==> config.mk <==
export PLATFORM = sky130hd
export DESIGN_NAME = fifo_pf
export DESIGN_NICKNAME = d
export VERILOG_FILES = /design/src/rtl/fifo_pf_pkg.sv /design/src/rtl/fifo_pf_ptrs.sv /design/src/rtl/fifo_pf_flags.sv /design/src/rtl/fifo_pf_ofs.sv /design/src/rtl/fifo_pf_ram.sv /design/src/rtl/fifo_pf.sv
export SDC_FILE = /design/constraint.sdc
export NUM_CORES = 2
export LEC_CHECK = 0
export ABC_AREA = 0
export BUFFER_PORTS_ARGS = -buffer_cell sky130_fd_sc_hd__buf_2
export CORE_ASPECT_RATIO = 0.6
export CORE_UTILIZATION = 57
export DETAILED_ROUTE_END_ITERATION = 6
export GPL_ROUTABILITY_DRIVEN = 0
export PLACE_DENSITY = 0.72
export SKIP_CTS_REPAIR_TIMING = 1
export SLEW_MARGIN = 20
export SYNTH_ARGS = -nofsm -noshare
export SYNTH_HDL_FRONTEND = slang
export SYNTH_SLANG_ARGS = --single-unit
export TNS_END_PERCENT = 10
==> constraint.sdc <==
create_clock -name clk -period 5.25 [get_ports clk]
set_input_delay 1.05 -clock clk [delete_from_list [all_inputs] [get_ports clk]]
set_output_delay 1.05 -clock clk [all_outputs]
set_load 0.005 [all_outputs]
==> src/rtl/fifo_pf_pkg.sv <==
package fifo_pf_pkg;
  localparam int WORD_W = 9;
  localparam int OFS_W  = 16;
  localparam int BYTE_W = 8;
  localparam int NUM_OFS_BYTES = 4;

  typedef logic [WORD_W-1:0] word_t;
  typedef logic [OFS_W-1:0]  ofs_t;
  typedef logic [BYTE_W-1:0] byte_t;

  typedef enum logic {
    ROLE_WEN2 = 1'b0,
    ROLE_LOAD = 1'b1
  } role_e;
endpackage

==> src/rtl/fifo_pf_ptrs.sv <==
module fifo_pf_ptrs #(
  parameter int DEPTH = 256,
  localparam int AW = $clog2(DEPTH),
  localparam int CW = AW + 1
) (
  input  logic          clk,
  input  logic          rst_n,
  input  logic          wr_en,
  input  logic          rd_en,
  output logic [AW-1:0] waddr,
  output logic [AW-1:0] raddr,
  output logic [CW-1:0] count
);
  logic [CW-1:0] wptr_q, wptr_d;
  logic [CW-1:0] rptr_q, rptr_d;

  always_comb begin
    wptr_d = wptr_q;
    rptr_d = rptr_q;
    if (wr_en) wptr_d = wptr_q + 1'b1;
    if (rd_en) rptr_d = rptr_q + 1'b1;
  end

  always_ff @(posedge clk or negedge rst_n) begin
    if (!rst_n) begin
      wptr_q <= '0;
      rptr_q <= '0;
    end else begin
      wptr_q <= wptr_d;
      rptr_q <= rptr_d;
    end
  end

  assign waddr = wptr_q[AW-1:0];
  assign raddr = rptr_q[AW-1:0];
  assign count = wptr_q - rptr_q;
endmodule

==> src/rtl/fifo_pf_flags.sv <==
module fifo_pf_flags
  import fifo_pf_pkg::*;
#(
  parameter int DEPTH = 256,
  localparam int AW = $clog2(DEPTH),
  localparam int CW = AW + 1
) (
  input  logic [CW-1:0] count,
  input  ofs_t          ae_ofs,
  input  ofs_t          af_ofs,
  output logic          empty_n,
  output logic          full_n,
  output logic          almost_empty_n,
  output logic          almost_full_n
);
  localparam logic [CW-1:0] DEPTH_C = CW'(DEPTH);

  logic [CW-1:0] free_cnt;
  ofs_t          fill_w;
  ofs_t          free_w;

  always_comb begin
    free_cnt       = DEPTH_C - count;
    fill_w         = ofs_t'(count);
    free_w         = ofs_t'(free_cnt);
    empty_n        = (count != '0);
    full_n         = (count != DEPTH_C);
    almost_empty_n = !(fill_w <= ae_ofs);
    almost_full_n  = !(free_w <= af_ofs);
  end
endmodule

==> src/rtl/fifo_pf_ofs.sv <==
module fifo_pf_ofs
  import fifo_pf_pkg::*;
#(
  parameter int AE_DEFAULT = 7,
  parameter int AF_DEFAULT = 7,
  localparam int SW = $clog2(NUM_OFS_BYTES)
) (
  input  logic  clk,
  input  logic  rst_n,
  input  logic  wr_en,
  input  logic  rd_en,
  input  byte_t wbyte,
  output byte_t rbyte,
  output ofs_t  ae_ofs,
  output ofs_t  af_ofs
);
  logic [SW-1:0] wsel_q, wsel_d;
  logic [SW-1:0] rsel_q, rsel_d;
  byte_t         bytes_w [NUM_OFS_BYTES];

  for (genvar g = 0; g < NUM_OFS_BYTES; g++) begin : g_byte
    localparam ofs_t  DEF  = (g < 2) ? ofs_t'(AE_DEFAULT) : ofs_t'(AF_DEFAULT);
    localparam byte_t INIT = (g % 2 == 1) ? DEF[15:8] : DEF[7:0];
    byte_t q;
    logic  hit;

    assign hit = wr_en && (wsel_q == SW'(g));

    always_ff @(posedge clk or negedge rst_n) begin
      if (!rst_n)   q <= INIT;
      else if (hit) q <= wbyte;
    end

    assign bytes_w[g] = q;
  end

  always_comb begin
    wsel_d = wsel_q;
    rsel_d = rsel_q;
    if (wr_en) wsel_d = wsel_q + 1'b1;
    if (rd_en) rsel_d = rsel_q + 1'b1;
  end

  always_ff @(posedge clk or negedge rst_n) begin
    if (!rst_n) begin
      wsel_q <= '0;
      rsel_q <= '0;
    end else begin
      wsel_q <= wsel_d;
      rsel_q <= rsel_d;
    end
  end

  assign rbyte  = bytes_w[rsel_q];
  assign ae_ofs = {bytes_w[1], bytes_w[0]};
  assign af_ofs = {bytes_w[3], bytes_w[2]};
endmodule

==> src/rtl/fifo_pf_ram.sv <==
module fifo_pf_ram
  import fifo_pf_pkg::*;
#(
  parameter int DEPTH = 256,
  localparam int AW = $clog2(DEPTH)
) (
  input  logic          clk,
  input  logic          we,
  input  logic [AW-1:0] waddr,
  input  word_t         wdata,
  input  logic [AW-1:0] raddr,
  output word_t         rdata
);
  word_t mem [DEPTH];

  always_ff @(posedge clk) begin
    if (we) mem[waddr] <= wdata;
  end

  assign rdata = mem[raddr];
endmodule

==> src/rtl/fifo_pf.sv <==
module fifo_pf
  import fifo_pf_pkg::*;
#(
  parameter int DEPTH      = 256,
  parameter int AE_DEFAULT = 7,
  parameter int AF_DEFAULT = 7
) (
  input  logic       clk,
  input  logic       rst_n,
  input  logic       wen1_n,
  input  logic       wen2_ld,
  input  logic       ren1_n,
  input  logic       ren2_n,
  input  logic       oe_n,
  input  logic [8:0] din,
  output logic [8:0] dout,
  output logic       empty_n,
  output logic       full_n,
  output logic       almost_empty_n,
  output logic       almost_full_n
);
  localparam int AW = $clog2(DEPTH);
  localparam int CW = AW + 1;

  // reset: asserted asynchronously, released after two clocks
  logic [1:0] rsync_q;
  logic       rst_core_n;

  always_ff @(posedge clk or negedge rst_n) begin
    if (!rst_n) rsync_q <= 2'b00;
    else        rsync_q <= {rsync_q[0], 1'b1};
  end
  assign rst_core_n = rsync_q[1];

  // role of the dual-purpose pin, loaded while reset is active
  role_e role_q, role_d;
  always_comb begin
    role_d = role_q;
    if (!rst_core_n) role_d = wen2_ld ? ROLE_WEN2 : ROLE_LOAD;
  end
  always_ff @(posedge clk) begin
    role_q <= role_d;
  end

  // request decode
  logic ld_active, wr_req, rd_req;
  logic fifo_wr, fifo_rd, ofs_wr, ofs_rd;

  assign ld_active = (role_q == ROLE_LOAD) && !wen2_ld;
  assign wr_req    = !wen1_n && wen2_ld;
  assign rd_req    = !ren1_n && !ren2_n;
  assign fifo_wr   = wr_req && full_n;
  assign fifo_rd   = rd_req && !ld_active && empty_n;
  assign ofs_wr    = ld_active && !wen1_n;
  assign ofs_rd    = ld_active && rd_req;

  // datapath
  logic [AW-1:0] waddr, raddr;
  logic [CW-1:0] count;
  word_t         rdata;
  byte_t         ofs_byte;
  ofs_t          ae_ofs, af_ofs;

  fifo_pf_ptrs #(.DEPTH(DEPTH)) u_ptrs (
    .clk   (clk),
    .rst_n (rst_core_n),
    .wr_en (fifo_wr),
    .rd_en (fifo_rd),
    .waddr (waddr),
    .raddr (raddr),
    .count (count)
  );

  fifo_pf_ram #(.DEPTH(DEPTH)) u_ram (
    .clk   (clk),
    .we    (fifo_wr),
    .waddr (waddr),
    .wdata (din),
    .raddr (raddr),
    .rdata (rdata)
  );

  fifo_pf_ofs #(.AE_DEFAULT(AE_DEFAULT), .AF_DEFAULT(AF_DEFAULT)) u_ofs (
    .clk    (clk),
    .rst_n  (rst_core_n),
    .wr_en  (ofs_wr),
    .rd_en  (ofs_rd),
    .wbyte  (din[7:0]),
    .rbyte  (ofs_byte),
    .ae_ofs (ae_ofs),
    .af_ofs (af_ofs)
  );

  fifo_pf_flags #(.DEPTH(DEPTH)) u_flags (
    .count          (count),
    .ae_ofs         (ae_ofs),
    .af_ofs         (af_ofs),
    .empty_n        (empty_n),
    .full_n         (full_n),
    .almost_empty_n (almost_empty_n),
    .almost_full_n  (almost_full_n)
  );

  // output register: holds the last delivered word
  word_t dout_q, dout_d;
  always_comb begin
    dout_d = dout_q;
    if (fifo_rd)     dout_d = rdata;
    else if (ofs_rd) dout_d = {1'b0, ofs_byte};
  end

  always_ff @(posedge clk or negedge rst_core_n) begin
    if (!rst_core_n) dout_q <= '0;
    else             dout_q <= dout_d;
  end

  assign dout = oe_n ? '0 : dout_q;
endmodule

==> impl_metrics.py <==
metrics = {
    "route": {
        "route.detailed.wl_per_inst_um": 35.0,
        "detail_route.vias_per_cell": 6.87,
        "drt_iter0_markers": 8285,
        "antenna_left": 0,
        "firstDrtPassIters": 6,
        "vias": 49500,
        "drc": 0,
        "wirelength_mm": 252,
    },
    "yosys": {
        "netlist_instances": 4545,
        "syn_area_mm2": 0.0931,
        "synth.distinct_cells": 65,
        "synthesis.nets": 4600,
        "ys.flop_type": "edfxtp_1",
        "async_flop_share_pct": 2.74,
        "yosys_register_bits": 2370,
        "synth_edf_count": 2305,
        "synth_area_per_cell_um2": 20.5,
        "ys_warn_count": 0,
        "ys_seq_area_share_pct": 76.1,
    },
    "setup_path": {
        "end_kind": "output port",
        "crit_slowest_cell": "dfrtp_4",
        "crit_type": "reg2out",
        "worstPathCellList": "buf_6 -> fa_2 -> nor2b_1 -> o21ai_1 -> nand2b_1 -> a21o_1 -> a21oi_2 -> xnor2_2 -> buf_4 -> nor4_4 -> ha_1 -> ha_4 -> a41oi_2 -> nand3_1 -> o21ai_2 -> buf_2",
        "startpoint_type": "flop",
        "max_stage_delay_ns": 0.50,
        "critPathArrivalTime_ns": 4.22,
        "cp.required_ns": 4.20,
        "path_max_fanout": 7,
    },
    "global_route": {
        "grt_pass1_vias": 47200,
        "grt_use_total_pct": 30.8,
        "antenna_found_initial": 9,
        "grt_max_degree": 162,
        "grt_overflow_total": 0,
        "grt_pass1_wl_mm": 355,
    },
    "outcome": {
        "outcome": "finished with violations",
        "violations": "setup timing",
    },
    "pwr": {
        "p_seq_share_pct": 40.4,
        "p_sw_mw": 17.0,
        "power_frac_clock_pct": 28.3,
        "internal-power_mw": 35.7,
        "leakage_nw": 33.5,
        "vdd_ir_drop_max_v": 0.000571,
        "powerDensity_mw_per_mm2": 506,
        "combPwrFrac_pct": 31.3,
        "p_sw_share_pct": 32.3,
    },
    "cells_and_area": {
        "layout_commonest_cell": "edfxtp_1",
        "final_cell_mix": "edfxtp_1 (2305), mux4_2 (544), buf_4 (369)",
        "fin_util_pct": 64.5,
        "syn_to_final_growth_pct": 11.9,
        "layout.cells.non_filler": 7207,
        "drive_gt1_share_pct": 26.0,
        "final_area_mm2": 0.104,
        "nets": 4960,
    },
    "timing": {
        "fin_worst_skew_ns": 0.0253,
        "finalCritPeriodShare_pct": 100,
        "min_period_ns": 5.27,
        "setup_ws_ns": -0.0177,
        "rsz0062_at_grt": "true",
        "maxSlewViolCount": 0,
        "hold_viol": 0,
        "setup_viol": 1,
        "tightest_slew_ns": 1.24,
        "max_freq_mhz": 190,
        "slew_headroom_pct": 17.4,
    },
    "die": {
        "die_y_um": 315,
        "core_area_mm2": 0.162,
        "dieArea_mm2": 0.165,
        "die_w_um": 524,
        "io_pins": 29,
        "num_rows": 114,
        "initial_core_util_pct": 57.6,
    },
    "clock_network": {
        "root_buffer": "clkbuf_16",
        "clk_latency_ns": 0.82,
        "clock_sinks": 2370,
        "htreeDepth": 4,
        "cts_buffers": 203,
        "clk_pin_slew_ns": 0.07,
        "clockBufferDepth": 4,
        "tritoncts": "yes",
    },
    "job": {
        "drv_cap": 0,
    },
    "place": {
        "numPortBuffers": 28,
        "dp.cells": 6836,
        "place_hpwl_mm": 154,
        "place_ws_ns": 0.265,
        "post_dp_cell_area_mm2": 0.0976,
    },
    "min_path": {
        "min_path_type": "reg2reg",
    },
}
-- final timing paths --
kind / endpoint / slack [ns] / from / cells past startpoint
max: almost_full_n / -0.02 / u_ptrs.rptr_q[1]$_DFFE_PN0P_ / 16
min: rsync_q[1]$_DFF_PN0_ / 0.36 / rsync_q[0]$_DFF_PN0_ / 0
max reg2reg: dout_q[5]$_DFFE_PN0P_ / 0.20 / u_ptrs.rptr_q[0]$_DFFE_PN0P_ / 10
min reg2reg: rsync_q[1]$_DFF_PN0_ / 0.36 / rsync_q[0]$_DFF_PN0_ / 0
max in group asynchronous: u_ptrs.rptr_q[2]$_DFFE_PN0P_ / 4.12 / rsync_q[1]$_DFF_PN0_ / 1
min in group asynchronous: u_ofs.wsel_q[1]$_DFFE_PN0P_ / 0.45 / rsync_q[1]$_DFF_PN0_ / 1
-- worst max-delay path: cells and delay by family (launching register included) --
family,cells,cell delay (ns)
simple gates,4,0.62
xor+xnor,1,0.20
buf+inv,3,0.47
fa+ha+maj,3,0.95
flops,1,0.50
compound gates,5,0.66
-- layer usage --
layer  up-vias  wire length, um  global-route usage [%]
met3       473            44100                    13.4
met2      3882           101000                    39.4
met4         6             7150                    7.89
li1      19400                -                       -
met5         -               57                       0
met1     25800           100000                    48.1
-- synthesized netlist by cell type (7+ instances only) --
library cell,n,area [um2]
a22oi_1,68,510
buf_8,10,150
mux2_2,21,236
buf_1,26,97.6
nor2b_1,23,144
xor2_1,9,78.8
o21ai_0,80,400
nand4_1,15,93.8
o211ai_1,9,67.6
mux4_2,544,12300
o22ai_1,43,269
inv_1,38,143
buf_4,28,210
edfxtp_1,2305,69200
o221ai_1,14,123
xnor2_1,22,193
ha_1,38,475
a22o_1,14,123
nor4_1,12,75.1
a31oi_1,12,75.1
nor3_1,29,145
and2_1,10,62.6
a221oi_1,37,324
nand3_1,50,250
nor2_1,329,1230
nand2_1,185,694
and3_1,7,43.8
buf_6,26,293
buf_2,50,250
a21oi_1,56,280
mux2i_1,173,1730
a211oi_1,22,165
dfrtp_1,59,1480
clkbuf_1,112,420
-- registers in the layout, indices dropped and copies added (netlist names) --
register,flops
u_ram.mem,2304
u_ofs.g_byte.q,32
dout_q,9
u_ptrs.rptr_q,9
u_ptrs.wptr_q,9
rsync_q,2
u_ofs.rsel_q,2
u_ofs.wsel_q,2
role_q,1
-- logic make-up after synthesis --
logic type,after synthesis,share of synthesized area [%]
flops,2370,76.1
mux,741,15.4
simple gates,670,3.03
compound gates,392,2.85
buf+inv,301,1.83
fa+ha+maj,39,0.532
xor+xnor,31,0.292
other cells,1,0.00403
-- through the flow --
step                      total power, mW  setup TNS [ns]  hold WS (ns)
after floorplan                      31.8               0         0.331
after global placement               37.3               0         0.336
after detailed placement             37.4               0         0.350
after CTS                            52.0          -0.589       -0.0267
after global routing                 54.0          -0.110         0.372
final                                52.7         -0.0177         0.359
-- area by class of cell --
class,instances,area (um2)
repair buffers,416,3340
flip-flops and latches,2370,70900
inverters,40,160
well taps,2146,2690
multi-input cells,1874,20700
diodes,2,5.00
fillers,10500,57400
clock inverters,113,1080
clock buffers,246,5330
-- power groups by stage --
| stage | Sequential, mW | Combinational (mW) | Clock [mW] |
|---|---|---|---|
| after detailed placement | 21.7 | 15.7 | 0 |
| after global routing | 21.3 | 17.1 | 15.6 |
| after global placement | 21.7 | 15.6 | 0 |
| after CTS | 21.3 | 15.8 | 15.0 |
| after floorplan | 21.6 | 10.2 | 0 |
| final | 21.3 | 16.5 | 14.9 |
Power figures use the tool's default switching activity.
